`config.mk`:
```
export PLATFORM = sky130hd
export DESIGN_NAME = irq_sequencer
export DESIGN_NICKNAME = d
export VERILOG_FILES = /design/src/rtl/irq_seq_pkg.sv /design/src/rtl/irq_src_bank.sv /design/src/rtl/irq_ret_stack.sv /design/src/rtl/irq_ctrl_regs.sv /design/src/rtl/irq_sequencer.sv
export SDC_FILE = /design/constraint.sdc
export NUM_CORES = 1
export LEC_CHECK = 0
export BUFFER_PORTS_ARGS = -buffer_cell sky130_fd_sc_hd__buf_2
export CAP_MARGIN = 10
export CORE_AREA = 2 2 140 142
export CTS_CLUSTER_DIAMETER = 200
export DETAILED_ROUTE_END_ITERATION = 10
export DIE_AREA = 0 0 142 144
export PLACE_DENSITY = 0.57
export SLEW_MARGIN = 20
export SYNTH_ARGS = -nofsm -noshare
export SYNTH_HDL_FRONTEND = slang
export SYNTH_SLANG_ARGS = --single-unit
```
`constraint.sdc`:
```
create_clock -name clk -period 2.99 [get_ports clk]
set_clock_uncertainty 0.1 [all_clocks]
set_input_delay 0.4485 -clock clk [delete_from_list [all_inputs] [get_ports clk]]
set_output_delay 0.4485 -clock clk [all_outputs]
set_load 0.1 [all_outputs]
```
`src/rtl/irq_seq_pkg.sv`:
```
`timescale 1ns/1ps
package irq_seq_pkg;
    localparam int REG_W      = 8;
    localparam int ADDR_W     = 2;
    localparam int GIE_BIT    = 0;
    localparam int GRP_BIT    = 1;
    localparam int OVF_BIT    = 7;

    typedef enum logic [ADDR_W-1:0] {
        RA_CTRL = 2'd0,
        RA_IEN  = 2'd1,
        RA_FLAG = 2'd2,
        RA_NONE = 2'd3
    } reg_addr_e;

    typedef struct packed {
        logic ovf;
        logic grp;
        logic gie;
    } ctrl_t;

    function automatic logic [REG_W-1:0] pack_ctrl(input ctrl_t c);
        logic [REG_W-1:0] v;
        v          = '0;
        v[GIE_BIT] = c.gie;
        v[GRP_BIT] = c.grp;
        v[OVF_BIT] = c.ovf;
        return v;
    endfunction
endpackage

```
`src/rtl/irq_src_bank.sv`:
```
`timescale 1ns/1ps
module irq_src_bank #(
    parameter int SRC_N = 4
) (
    input  logic             clk,
    input  logic             rst,
    input  logic [SRC_N-1:0] evt,
    input  logic             ien_wr,
    input  logic             flag_wr,
    input  logic [SRC_N-1:0] wdata,
    output logic [SRC_N-1:0] ien_q,
    output logic [SRC_N-1:0] flag_q,
    output logic             pending
);
    always_ff @(posedge clk) begin
        if (rst)         ien_q <= '0;
        else if (ien_wr) ien_q <= wdata;
    end

    for (genvar i = 0; i < SRC_N; i++) begin : g_flag
        logic clr;
        assign clr = flag_wr & wdata[i];
        always_ff @(posedge clk) begin
            if (rst)         flag_q[i] <= 1'b0;
            else if (evt[i]) flag_q[i] <= 1'b1;
            else if (clr)    flag_q[i] <= 1'b0;
        end
    end

    assign pending = |(flag_q & ien_q);
endmodule

```
`src/rtl/irq_ret_stack.sv`:
```
`timescale 1ns/1ps
module irq_ret_stack #(
    parameter int DEPTH = 8,
    parameter int PC_W  = 16
) (
    input  logic            clk,
    input  logic            rst,
    input  logic            push,
    input  logic            pop,
    input  logic [PC_W-1:0] push_pc,
    output logic [PC_W-1:0] top_pc,
    output logic            ovf_set
);
    localparam int PTR_W = (DEPTH > 1) ? $clog2(DEPTH) : 1;
    localparam int CNT_W = $clog2(DEPTH + 1);
    localparam logic [PTR_W-1:0] LAST = PTR_W'(DEPTH - 1);
    localparam logic [CNT_W-1:0] FULL = CNT_W'(DEPTH);

    logic [PC_W-1:0]  mem [DEPTH];
    logic [PTR_W-1:0] wp, wp_next, wp_prev;
    logic [CNT_W-1:0] cnt;

    assign wp_next = (wp == LAST) ? '0 : wp + 1'b1;
    assign wp_prev = (wp == '0) ? LAST : wp - 1'b1;
    assign top_pc  = mem[wp_prev];
    assign ovf_set = push && (cnt == FULL);

    always_ff @(posedge clk) begin
        if (rst) begin
            wp  <= '0;
            cnt <= '0;
        end else if (pop) begin
            wp  <= wp_prev;
            cnt <= (cnt == '0) ? '0 : cnt - 1'b1;
        end else if (push) begin
            wp  <= wp_next;
            cnt <= (cnt == FULL) ? FULL : cnt + 1'b1;
        end
    end

    for (genvar k = 0; k < DEPTH; k++) begin : g_slot
        always_ff @(posedge clk) begin
            if (rst)
                mem[k] <= '0;
            else if (push && !pop && wp == PTR_W'(k))
                mem[k] <= push_pc;
        end
    end
endmodule

```
`src/rtl/irq_ctrl_regs.sv`:
```
`timescale 1ns/1ps
module irq_ctrl_regs
    import irq_seq_pkg::*;
(
    input  logic  clk,
    input  logic  rst,
    input  logic  wr,
    input  logic  wd_gie,
    input  logic  wd_grp,
    input  logic  wd_ovf_clr,
    input  logic  hw_clr_gie,
    input  logic  hw_set_gie,
    input  logic  ovf_set,
    output ctrl_t ctrl_q
);
    always_ff @(posedge clk) begin
        if (rst) begin
            ctrl_q <= '0;
        end else begin
            if (hw_clr_gie)      ctrl_q.gie <= 1'b0;
            else if (hw_set_gie) ctrl_q.gie <= 1'b1;
            else if (wr)         ctrl_q.gie <= wd_gie;

            if (wr) ctrl_q.grp <= wd_grp;

            if (ovf_set)                ctrl_q.ovf <= 1'b1;
            else if (wr && wd_ovf_clr)  ctrl_q.ovf <= 1'b0;
        end
    end
endmodule

```
`src/rtl/irq_sequencer.sv`:
```
`timescale 1ns/1ps
module irq_sequencer
    import irq_seq_pkg::*;
#(
    parameter int              SRC_N  = 4,
    parameter int              PC_W   = 16,
    parameter int              DEPTH  = 8,
    parameter logic [PC_W-1:0] VECTOR = 16'h0004
) (
    input  logic              clk,
    input  logic              rst,
    input  logic [SRC_N-1:0]  evt_i,
    input  logic              reg_wr_i,
    input  logic [ADDR_W-1:0] reg_addr_i,
    input  logic [REG_W-1:0]  reg_wdata_i,
    output logic [REG_W-1:0]  reg_rdata_o,
    output logic              irq_req_o,
    input  logic              take_i,
    input  logic [PC_W-1:0]   cur_pc_i,
    input  logic              ret_i,
    output logic              redirect_o,
    output logic [PC_W-1:0]   redirect_pc_o
);
    reg_addr_e        ra;
    logic             wr_ctrl, wr_ien, wr_flag;
    logic [SRC_N-1:0] ien_q, flag_q;
    logic             pending, accept, ovf_set;
    logic [PC_W-1:0]  top_pc;
    ctrl_t            ctrl_q;
    logic             gie_q, grp_q, ovf_q;
    wire              unused_wdata = ^reg_wdata_i;

    assign ra      = reg_addr_e'(reg_addr_i);
    assign wr_ctrl = reg_wr_i && (ra == RA_CTRL);
    assign wr_ien  = reg_wr_i && (ra == RA_IEN);
    assign wr_flag = reg_wr_i && (ra == RA_FLAG);

    irq_src_bank #(.SRC_N(SRC_N)) u_src (
        .clk     (clk),
        .rst     (rst),
        .evt     (evt_i),
        .ien_wr  (wr_ien),
        .flag_wr (wr_flag),
        .wdata   (reg_wdata_i[SRC_N-1:0]),
        .ien_q   (ien_q),
        .flag_q  (flag_q),
        .pending (pending)
    );

    assign gie_q     = ctrl_q.gie;
    assign grp_q     = ctrl_q.grp;
    assign ovf_q     = ctrl_q.ovf;
    assign irq_req_o = gie_q && grp_q && pending;
    assign accept    = take_i && irq_req_o && !ret_i;

    irq_ret_stack #(.DEPTH(DEPTH), .PC_W(PC_W)) u_stk (
        .clk     (clk),
        .rst     (rst),
        .push    (accept),
        .pop     (ret_i),
        .push_pc (cur_pc_i),
        .top_pc  (top_pc),
        .ovf_set (ovf_set)
    );

    irq_ctrl_regs u_ctrl (
        .clk        (clk),
        .rst        (rst),
        .wr         (wr_ctrl),
        .wd_gie     (reg_wdata_i[GIE_BIT]),
        .wd_grp     (reg_wdata_i[GRP_BIT]),
        .wd_ovf_clr (reg_wdata_i[OVF_BIT]),
        .hw_clr_gie (accept),
        .hw_set_gie (ret_i),
        .ovf_set    (ovf_set),
        .ctrl_q     (ctrl_q)
    );

    assign redirect_o    = accept || ret_i;
    assign redirect_pc_o = ret_i ? top_pc : VECTOR;

    always_comb begin
        reg_rdata_o = '0;
        unique case (ra)
            RA_CTRL: reg_rdata_o = pack_ctrl(ctrl_q);
            RA_IEN:  reg_rdata_o[SRC_N-1:0] = ien_q;
            RA_FLAG: reg_rdata_o[SRC_N-1:0] = flag_q;
            RA_NONE: reg_rdata_o = '0;
        endcase
    end
endmodule

```
Word-level counts from Yosys, hierarchy flattened
Memories as Yosys holds them, arrays and structs flattened.
Index checks and enable logic that the tools add are counted.
{"block": "classes", "mux": 57, "n_eq_ne": 11, "n_reduce_logical": 32, "bitwise": 13, "n_addsub": 4}
{"operator": "$mux 16", "count": 9}
{"operator": "$mux 1", "count": 38}
{"operator": "$mux 4", "count": 5}
{"operator": "$logic_and 1x1->1", "count": 18}
{"operator": "$pmux 4 s4", "count": 1}
{"operator": "$reduce_bool 2->1", "count": 7}
{"operator": "$eq 3x3->1 const B", "count": 4}
{"operator": "$mux 3", "count": 4}
{"operator": "$or 1x1->1", "count": 8}
{"operator": "$eq 3x2->1 const B", "count": 2}
{"operator": "$add 4x1->4 const B", "count": 1}
{"operator": "$and 1x1->1", "count": 4}
{"operator": "$and 4x4->4", "count": 1}
{"operator": "$eq 2x2->1 const B", "count": 2}
{"operator": "$eq 4x4->1 const B", "count": 1}
{"operator": "$logic_not 4->1", "count": 1}
{"operator": "$reduce_or 4->1", "count": 1}
{"operator": "$sub 4x1->4 const B", "count": 1}
{"operator": "$add 3x1->3 const B", "count": 1}
{"operator": "$eq 3x1->1 const B", "count": 1}
{"operator": "$logic_not 3->1", "count": 1}
{"operator": "$sub 3x1->3 const B", "count": 1}
{"operator": "$eq 2x1->1 const B", "count": 1}
{"operator": "$logic_not 2->1", "count": 1}
{"operator": "other kinds (3)", "count": 3}
{"block": "word_totals", "n_memories": 1, "inputBits": 35, "ff_bits": 18, "ram_bits": 128, "wordCells": 128}
{"name": "u_stk.mem", "depth": 8, "word_bits": 16, "read_ports": 1, "rd_ports_with_merged_regs": 0, "wr": 8, "line": "irq_ret_stack.sv:19", "text": "logic [PC_W-1:0] mem [DEPTH];"}

Depth between registers and ports, before layout
{"block": "depth", "word_depth": 11, "ltp_mapped": 10}

Modules after synthesis
Synthesis repeated with hierarchy kept, for this count alone.
{"block": "unflattened", "hier_cells": 614, "hier_area_um2": 7694.9}
{"module": "irq_ret_stack", "cells_per_inst": 534, "area_per_inst_um2": 7009.2, "seq_area_each_um2": 3983.8, "n_inst": 1}
{"module": "irq_src_bank", "cells_per_inst": 33, "area_per_inst_um2": 315.3, "seq_area_each_um2": 160.2, "n_inst": 1}
{"module": "irq_sequencer", "cells_per_inst": 37, "area_per_inst_um2": 252.7, "seq_area_each_um2": 0.0, "n_inst": 1}
{"module": "irq_ctrl_regs", "cells_per_inst": 10, "area_per_inst_um2": 117.6, "seq_area_each_um2": 60.1, "n_inst": 1}

Worst setup path before layout
OpenSTA, ideal clock, no wires.
{"block": "synth_timing", "path_type": "register -> output", "startpoint": "register u_stk.wp[0]", "endpoint": "output port redirect_pc_o[10]", "stages_incl_launch_ff": 10, "arrival_ps": 4137, "slack_ps": -1696, "n_path_buf": 4, "t_required_ps": 2442, "cell_sequence": "dfxtp_1 buf_2 buf_2 inv_1 ha_1 and2_1 or3_1 buf_2 buf_6 o32ai_1"}
{"block": "synth_via", "elab_chain_len": 4, "word_cells_on_any_way": 5, "classes_between": "add/sub (1); mux (2); reduce/logical (1); memory (1)"}
{"element": "from (decl)", "line": "irq_ret_stack.sv:20", "text": "logic [PTR_W-1:0] wp, wp_next, wp_prev;"}
{"element": "from (signal assigned)", "line": "irq_ret_stack.sv:33", "text": "wp <= wp_prev;"}
{"element": "from (signal assigned)", "line": "irq_ret_stack.sv:36", "text": "wp <= wp_next;"}
{"element": "$sub 3x1->3 or $logic_not 3->1 (tied branches)", "line": "irq_ret_stack.sv:24", "text": "assign wp_prev = (wp == '0) ? LAST : wp - 1'b1;"}
{"element": "$mux 3 *", "line": "irq_ret_stack.sv:24"}
{"element": "$mem_v2 8x16 *"}
{"element": "$mux 16 *", "line": "irq_sequencer.sv:80", "text": "assign redirect_pc_o = ret_i ? top_pc : VECTOR;"}
{"element": "to (decl)", "line": "irq_sequencer.sv:22", "text": "output logic [PC_W-1:0] redirect_pc_o"}
Every way passes the cells marked *; elsewhere a longest branch is shown, timed or not.

Worst setup path after layout
{"block": "layout_timing", "startpoint": "register u_stk.wp[0]", "endpoint": "output port redirect_pc_o[1]"}
The elaborated chain is that of the path after synthesis.

==> results.yml <==
status:
  status: "complete, no violations"
floorplanning:
  die_width_um: 142
  start_util_pct: 36.95
  num_io_pins: 61
  die_y_um: 144
  dieArea_sq_um: 20450
  fp-row-count: 51
  core_region_area_sq_um: 19080
setup_path:
  crit_type: "reg -> out"
  crit_arrival_ns: 2.34
  startpoint_type: "register"
  cp_max_fo: 15
  path_common_cell: "buf_12"
  worstPathRequired_ns: 2.44
  cp_slowest_cell: "dfxtp_2"
  endpoint_kind: "primary output"
  crit_chain: "inv_2, ha_2, and2_1, or3_1, buf_12, o32ai_4, buf_12"
  max_stage_delay_ns: 0.36
grt:
  overflow: 0
  first_global_vias: 4944
  antenna_found_initial: 0
  grt_first_pass_wirelength_mm: 28.03
  busiest_layer: "met1"
  grt_max_degree: 87
  met1_usage_pct: 26.90
  grtUsageMet2_pct: 26.65
  grt_usage_pct: 17.89
  use_met3_pct: 2.517
synthesis:
  yosys_warnings: 0
  ys_seq_area_share_pct: 59.64
  synthCells: 640
  synth_area_sq_um: 7049
  netlist.area_leader.share_pct: 54.53
  ys_types: 50
  async_flop_share_pct: 0
  synthTopCellsByArea: "edfxtp_1 55%, nor2_1 5.7%, dfxtp_1 5.1%"
  ys_ff_latch: 146
  synth_top_cell_by_area: "edfxtp_1"
  synth-edff-count: 128
  synth_flop_cell: "edfxtp_1"
  syn_area_per_cell_sq_um: 11.01
pwr:
  power_density_nw_per_um2: 623.7
  cell_internal_pwr_w: 0.003842
  p_seq_share_pct: 41.2
  switchingPower_w: 0.001808
  ir_drop_v: 0.0004234
  clockPowerShare_pct: 36.1
  p_sw_share_pct: 32.01
  combPwrFrac_pct: 22.7
  p_leak_nw: 3.200
place:
  placed_cells: 912
  place_ws_ns: 0.2890
  io_buffers: 54
  dp_hpwl_mm: 12.56
  gp_congestion: 0.8747
sta:
  worst_pin_slew_ns: 1.009
  achievable-frequency_mhz: 346.1
  max_slew_margin_pct: 32.51
  finalHoldViolations: 0
  setup_ws_ns: 0.1002
  rsz0062_at_grt: "false"
  min_period_ns: 2.890
  drv_slew: 0
  fin_crit_sh_pct: 96.65
  setup_violations: 0
drt:
  routed_via_density: 5.379
  ant_nets: 0
  drt-wirelength-per-cell_um: 18.67
  vias: 5083
  drtPass1Iterations: 5
  drt_iter0_drc: 488
  drc: 0
  wl_mm: 17.64
finish:
  stdcell_count: 945
  finalCoreUtilization_pct: 47.49
  nets: 737
  syn2layout_area_growth_pct: 28.52
  drive_gt1_share_pct: 29.18
clock_tree:
  clockBufferDepth: 2
  cts_tree: "yes"
  cts_sinks: 146
  cts-root-buf: "clkbuf_16"
  post_cts_buffers: 0
  path_clk_slew_ns: 0.07
  numCtsBuffers: 17
  insertion_delay_ns: 0.41
  cts_max_level: 4
  cts_hold_buf: 0
worst_hold_path:
  hold_path_class: "in -> reg"
run:
  maxCapViolations: 0
==> final cells by class <==
cell class	instances	area, sq um
Timing Repair Buffer	79	759.5
Sequential cell	146	4207
Antenna cell	1	2.502
Inverter	9	33.78
Clock buffer	17	425.4
Clock inverter	15	137.6
Fill cell	1702	10020
Multi-Input combinational cell	440	3197
Tap cell	238	297.8
==> state kept, by name, indices dropped and copies added, names as in the netlist <==
signal	count
u_stk.mem	128
u_src.ien_q	4
u_src.flag_q	4
u_stk.wp	3
u_ctrl.ctrl_q	3
u_stk.cnt	4
==> per-stage QoR <==
step / cell area (sq um) / TNS [ns] / hold WS [ns] / power (W)
after global routing: 9057 / 0 / 0.1516 / 0.005839
after floorplan: 7385 / -0.05296 / 0.3622 / 0.003185
after detailed placement: 8154 / 0 / 0.3979 / 0.003540
after global placement: 8154 / 0 / 0.3787 / 0.003525
after CTS: 8876 / -0.1040 / 0.1391 / 0.005604
final: 9060 / 0 / 0.1434 / 0.005650
==> layout by cell type (no fill, tap or decap), types with 18 or more instances in the layout <==
| cell type | count |
|---|---|
| a211oi_2 | 40 |
| and2_1 | 34 |
| and3_1 | 34 |
| buf_12 | 20 |
| buf_2 | 38 |
| buf_4 | 19 |
| edfxtp_1 | 128 |
| nand2_1 | 58 |
| nor2_1 | 107 |
| nor2b_1 | 18 |
==> what timing repair did <==
action / CTS / global route
gates resized for setup: 33 / 40
pin swaps: 0 / 5
gates cloned: 0 / 0
setup endpoints to repair: 15 / 16
==> Yosys cell counts (2+ instances only) <==
library cell / count
nor2b_1: 18
and2_1: 34
clkbuf_2: 2
ha_1: 9
clkbuf_1: 23
a211oi_1: 47
buf_2: 14
o21ai_0: 24
buf_4: 4
nor3_2: 3
a21oi_1: 13
inv_1: 7
o32ai_1: 15
a22o_1: 4
a31oi_1: 2
o21ai_1: 2
and3_1: 34
nor3_1: 7
nand2b_1: 3
edfxtp_1: 128
mux2i_1: 5
o31ai_1: 2
o2111ai_2: 2
dfxtp_1: 18
nor2_1: 107
buf_1: 3
a22oi_1: 4
nand2_1: 58
nor3b_1: 2
mux2_2: 16
nand3_1: 11
==> power by group through the flow <==
stage / Sequential (W) / Clock, W / Combinational, W
after floorplan: 0.00235 / 0 / 0.000835
after global placement: 0.00236 / 0 / 0.00117
after global routing: 0.00233 / 0.00215 / 0.00135
after detailed placement: 0.00236 / 0 / 0.00118
after CTS: 0.00232 / 0.00206 / 0.00122
final: 0.00233 / 0.00204 / 0.00128
==> kinds of logic after synthesis <==
logic type,after synthesis,share of synthesized area [%]
other cells,1,0.05320
mux,21,3.266
flops,146,59.64
compound gates,124,12.58
simple gates,283,19.28
buf+inv,56,3.585
fa+ha+maj,9,1.597
==> critical path: cells and delay by family (launching register included) <==
family / cells / cell delay [ns]
AND/OR/NAND/NOR: 2 / 0.53
AO/OA/AOI/OAI: 1 / 0.35
adder cells (fa/ha/maj): 1 / 0.19
buffers and inverters: 3 / 0.48
flip-flops: 1 / 0.36
==> per-layer routing <==
| metal | vias to the layer above | routed length (um) |
|---|---|---|
| met2 | 126 | 7907 |
| met1 | 2496 | 8701 |
| met3 | 17 | 735 |
| met4 | 0 | 297 |
| met5 | - | 0 |
| li1 | 2444 | - |
==> final timing paths <==
check / from / end / slack [ns] / cells past startpoint
max: u_stk.wp[0]$_SDFFE_PP0P_ / redirect_pc_o[1] / 0.10 / 7
min: evt_i[2] / u_src.flag_q[2]$_SDFFE_PP0P_ / 0.14 / 3
max reg2reg: u_stk.wp[2]$_SDFFE_PP0P_ / u_stk.mem[5][6]$_SDFFCE_PN0P_ / 0.73 / 4
min reg2reg: u_src.ien_q[1]$_SDFFE_PP0P_ / u_src.ien_q[1]$_SDFFE_PP0P_ / 0.40 / 2
No activity file was read; power rests on OpenSTA's default activity.
